--- src/rtl/sdc_burst.sv ---
module sdc_burst #(
  parameter int BURST_LEN = 4,
  parameter int COL_W     = 8
) (
  input  logic             clk,
  input  logic             rst_n,
  input  logic             start,
  input  logic             start_ap,
  input  logic             start_bank,
  input  logic [COL_W-1:0] start_col,
  input  logic             stop,
  output logic             busy,
  output logic             ap,
  output logic             bank,
  output logic [COL_W-1:0] col,
  output logic             close_req,
  output logic             close_bank
);
  localparam int CNT_W = $clog2(BURST_LEN + 1);
  localparam logic [CNT_W-1:0] LAST = CNT_W'(BURST_LEN - 1);

  logic [CNT_W-1:0] cnt;
  logic             ap_q;

  assign busy = (cnt != '0);
  assign ap   = ap_q && busy;

  always_comb begin
    if (start) begin
      close_req  = (BURST_LEN == 1) && start_ap;
      close_bank = start_bank;
    end else begin
      close_req  = ap && (stop || cnt == CNT_W'(1));
      close_bank = bank;
    end
  end

  always_ff @(posedge clk) begin
    if (!rst_n) begin
      cnt  <= '0;
      ap_q <= 1'b0;
      bank <= 1'b0;
      col  <= '0;
    end else if (start) begin
      cnt  <= LAST;
      ap_q <= start_ap;
      bank <= start_bank;
      col  <= start_col;
    end else if (stop) begin
      cnt <= '0;
    end else if (busy) begin
      cnt <= cnt - CNT_W'(1);
    end
  end

  AST_CNT_BOUND: assert property (@(posedge clk) disable iff (!rst_n)
    cnt <= LAST);
  AST_STOP_ENDS: assert property (@(posedge clk) disable iff (!rst_n)
    (stop && !start) |=> !busy);
endmodule

--- config.mk ---
export PLATFORM = sky130hd
export DESIGN_NAME = sdc_burst
export DESIGN_NICKNAME = d
export VERILOG_FILES = /design/src/rtl/sdc_burst.sv
export SDC_FILE = /design/constraint.sdc
export NUM_CORES = 1
export LEC_CHECK = 0
export CAP_MARGIN = 0
export CORE_MARGIN = 5
export CORE_UTILIZATION = 39
export CTS_BUF_LIST = sky130_fd_sc_hd__clkbuf_4
export DETAILED_ROUTE_END_ITERATION = 12
export GPL_TIMING_DRIVEN = 1
export PLACE_DENSITY = 0.77
export SYNTH_ARGS = -nofsm -noshare
export SYNTH_HDL_FRONTEND = slang
export SYNTH_SLANG_ARGS = --single-unit
--- constraint.sdc ---
create_clock -name clk -period 1.6 [get_ports clk]
set_input_delay 0.32 -clock clk [delete_from_list [all_inputs] [get_ports clk]]
set_output_delay 0.32 -clock clk [all_outputs]
set_load 0.01 [all_outputs]
Yosys cells after proc, flatten, opt, wreduce, memory -nomap -nowiden

Cells that the tools add are included.

Register bits: 13
Bits in latches: 0
RAM bits: 0
ROM bits: 0
Input port bits: 14
Output and inout bits: 13
Memories kept: 0

Add/sub/neg operators: 1
Multiply operators: 0
Div/mod/pow operators: 0
Magnitude comparators: 0
Equality and inequality tests: 1
Shift-type cells: 0
Multiplexer cells: 5
Bitwise gates (word level): 1
Reductions and logical operators: 6

Operators by type and width:

| operator              | count |
|---|---|
| $mux W2               | 3 |
| $reduce_bool A3 Y1    | 2 |
| $eq A3 B1 Y1 const B  | 1 |
| $reduce_or A3 Y1      | 1 |
| $sub A3 B1 Y3 const B | 1 |
| $logic_and A1 B1 Y1   | 2 |
| $mux W1               | 2 |
| $logic_or A1 B1 Y1    | 1 |
| $not A1 Y1            | 1 |

Depth between registers and ports, before layout

Depth in word-level cells: 4
Mapped depth: 5

Worst setup path after synthesis

No wires, ideal clock.

Path type: flip-flop to output port
Start point: register cnt[0]
End point: output close_req
Arrival: 1233 ps
Required time: 1280 ps
Path slack: 47 ps
Stages on the path, launching flop included: 6
Buffers on the path: 0
Cells stage by stage: dfxtp_1 > inv_1 > ha_1 > nand2b_4 > and2_2 > nor3b_1

Longest elaborated chain between the ends: 4
Elaborated cells between the ends (all ways): 6
Those cells by class: eq/ne (1); mux (1); reduce/logical (4)

RTL lines:

| element                  | line | RTL |
|---|---|---|
| start: declaration       | 22   | `logic [CNT_W-1:0] cnt;` |
| start signal: assignment | 52   | `cnt <= cnt - CNT_W'(1);` |
| $reduce_bool A3 Y1       | 25   | `assign busy = (cnt != '0);` |
| net busy                 | 12   | `output logic busy,` |
| $logic_and A1 B1 Y1      | 26   | `assign ap = ap_q && busy;` |
| net ap                   | 13   | `output logic ap,` |
| $logic_and A1 B1 Y1      | 33   | `close_req = ap && (stop \|\| cnt == CNT_W'(1));` |
| $mux W1                  | 29   | `if (start) begin` |
| end: declaration         | 16   | `output logic close_req,` |

The timed path passes the listed nets, and every way through them passes these cells.

Worst setup path after layout

Start point: register cnt[1]
End point: output close_req

Longest elaborated chain between the ends: 4
Elaborated cells between the ends (all ways): 6
Those cells by class: eq/ne (1); mux (1); reduce/logical (4)

RTL lines:

| element                                                          | line |
|---|---|
| $eq A3 B1 Y1 / $reduce_bool A3 Y1 (equally long branches)        | 33, 25 |
| $logic_or A1 B1 Y1 / $logic_and A1 B1 Y1 (equally long branches) | 33, 26 |
| $logic_and A1 B1 Y1 *                                            | 33 |
| $mux W1 *                                                        | 29 |

Mark *: on every way between the ends. The rest lies on a longest branch, timed or not.

==> summary.md <==
Setup path
- **crit path capture type** primary output
- **buffering stage count on the worst path with inverters included** 2
- **Critical Path Fanout Max** 3
- **WP data required** 1280 ps
- **Crit path largest cell delay** 340 ps
- **arrival time of data at the critical path endpoint** 1290 ps
- **R2R Path Start** cnt[1]
- **Setup crit start** cnt[1]
- **slowest CP cell** dfxtp_2
- **critical path cell sequence** inv_2 > ha_4 > nand2b_4 > and2_4 > nor3b_2 > buf_2
- **startpoint type of the worst setup path** register
- **gate family responsible for the most delay along the worst path** flip-flops
- **WS Path Type** reg2out

Timing
- **final setup margin** -7.85 ps
- **Hold Worst Slack** 502 ps
- **period utilisation layout** 1.00
- **number of failing setup endpoints in the final timing report** 1
- **Fin. Hold Viols** 0
- **worst slew pin tran** 346 ps
- **shortest clock period the worst path allows after layout** 1610 ps
- **total negative setup slack** -7.85 ps
- **setup repair after global routing missed its margin** yes
- **fmax** 0.622 GHz
- **Max-slew headroom** 0.769
- **setup clock skew after layout** 2.36 ps
- **final number of max-transition violations** 0

Yosys
- **syn avg cell area** 9.92 sq um
- **count of mapped cells out of synthesis** 57
- **count of synthesis-stage warnings from yosys** 0
- **Seq cells post-synth** 13
- **area of the mapped netlist** 566 sq um
- **share of the yosys chip area belonging to registers** 0.460
- **syn nets** 74
- **number of distinct library cells after synthesis** 18

Drt
- **DRC violations left** 0
- **total number of vias** 503
- **Pre-antenna DRT Iters** 3
- **post-detailed-route wirelength per cell** 12.2 um
- **routed wire length** 1320 um
- **antenna-violating nets left** 0
- **routed via count divided by cell count** 4.66
- **first-iteration detailed-routing DRC count** 3

Placed design
- **HPWL reported at the end of detailed placement** 1050 um
- **post-placement cell count** 104
- **placer congestion estimate** 0.760
- **Port Buffer Count** 26

Outcome
- **status** complete, but fails checks
- **violations in the final reports** setup timing

Global routing
- **antenna violations before repair** 0
- **Total Routing Usage GR** 0.130
- **global-route wire length before repair** 2090 um
- **via count of the first global-routing pass** 511
- **Remaining Overflow, GRT** 0
- **maximum number of pins on one net before global-route repair** 13

Final layout
- **number of antenna diodes** 0
- **post-layout instance count excluding filler cells** 108
- **layout cells sized above 1** 0.280
- **number of nets in the layout** 111
- **top library cells by usage in the layout, fill and taps aside** clkdlybuf4s50_1 (21), nor2_1 (11), dfxtp_1 (11)
- **synthesis-to-finish area growth** 66.2%
- **leading cell type in the layout, fill and taps excluded** clkdlybuf4s50_1

Flow run
- **# Max-Cap Violations** 0

Clock network
- **CTS sink count** 13
- **cell chosen for the clock root** clkbuf_4
- **TritonCTS clock tree** yes
- **number of setup buffers added after CTS** 0
- **H-tree depth** 1
- **clock network latency to the later pin of the worst-skew pair** 270 ps
- **clock input transition at the sequential cells of the worst setup and hold paths** 70 ps
- **number of buffers inserted during clock tree synthesis** 3
- **maximum number of buffers from clock root to sink** 2

Die
- **die boundary width** 48.1 um
- **row count** 13
- **number of top-level design ports** 27
- **Starting Density** 0.424
- **Vert. Die Dim** 48.1 um
- **area of the die** 2310 sq um
- **Placeable Area** 1330 sq um

Min path
- **class of the most critical hold timing path** reg2reg
- **start point of the worst min-delay path** col[1]

Power and ir drop
- **ratio of total power to cell area** 796 nW/um^2
- **maximum resistive drop on vdd** 0.794 mV
- **leakage component of the power** 0.418 nW

-- area by class of cell --
cell class                 count  area, sq um
fill                         110          394
timing repair buffer          34          309
multi-input combinational     37          300
sequential                    13          263
clock buffer                   4         30.0
inverter                       5         18.8
tap                           15         18.8
-- power breakdown --
group          internal, mW  switching (mW)  total, mW
combinational         0.113          0.0723      0.186
sequential            0.344          0.0103      0.354
clock                 0.113          0.0951      0.208
total                 0.571           0.178      0.748
-- metal layers --
| metal | GRT usage | wire length [um] | vias up |
|---|---|---|---|
| met2 | 0.211 | 653 | 19 |
| li1 | - | - | 261 |
| met3 | 0.0451 | 130 | 2 |
| met1 | 0.157 | 528 | 221 |
| met5 | 0 | 0 | - |
| met4 | 0.0484 | 7 | 0 |
-- Yosys cell counts --
library cell,n,share of area
nand2b_4,1,0.024
nor2_1,11,0.073
a211o_2,1,0.018
ha_1,3,0.066
nand2_1,1,0.0066
nor3b_1,2,0.027
a31oi_1,1,0.011
and2_1,1,0.011
nor4_1,1,0.011
inv_1,5,0.033
a21oi_1,2,0.018
dfxtp_1,13,0.46
buf_4,1,0.013
and2_2,1,0.013
clkbuf_1,1,0.0066
or3_1,1,0.011
mux2_2,1,0.020
mux2i_1,10,0.18
-- path summary, 6_finish.rpt --
path / to / slack (ps) / cells past startpoint
max: close_req / -8 / 6
min: col[1] / 500 / 2
max reg2reg: cnt[0] / 320 / 6
min reg2reg: col[1] / 500 / 2
-- worst register-to-register path, cell delays in order (launching register included) --
cell and delay (ps):
dfxtp_2 330, inv_2 70, ha_4 160, nand2b_4 50
buf_4 140, or3_1 310, a31oi_1 160
-- metrics by stage --
step	total power, mW	area [sq um]	utilization	setup slack [ps]
floorplan	0.437	566	-	47.5
CTS	0.758	945	0.708	-2.80
detailed placement	0.542	893	0.670	-387
global placement	0.537	893	0.670	-400
finish	0.748	940	0.705	-7.85
global route	0.796	940	0.705	-51.5
-- logic make-up (layout without fill, tap and decap cells) --
logic type,count (synthesis),count (layout),synth area share
flip-flops,13,13,0.460
adder cells (fa/ha/maj),3,3,0.0664
multiplexers,11,11,0.197
AO/OA/AOI/OAI,4,4,0.0465
AND/OR/NAND/NOR,19,19,0.177
buffers and inverters,7,43,0.0531
-- flip-flops by register name, summed over array words and instances, names as in the netlist --
register  count
bank          1
col           8
cnt           3
ap_q          1
-- timing repair --
item / in CTS / in global routing
hold buffers: 0 / 0
setup endpoints to repair: 4 / 3
pin swaps: 3 / 0
gates resized for setup: 21 / 1
(Power assumes the default switching activity.)
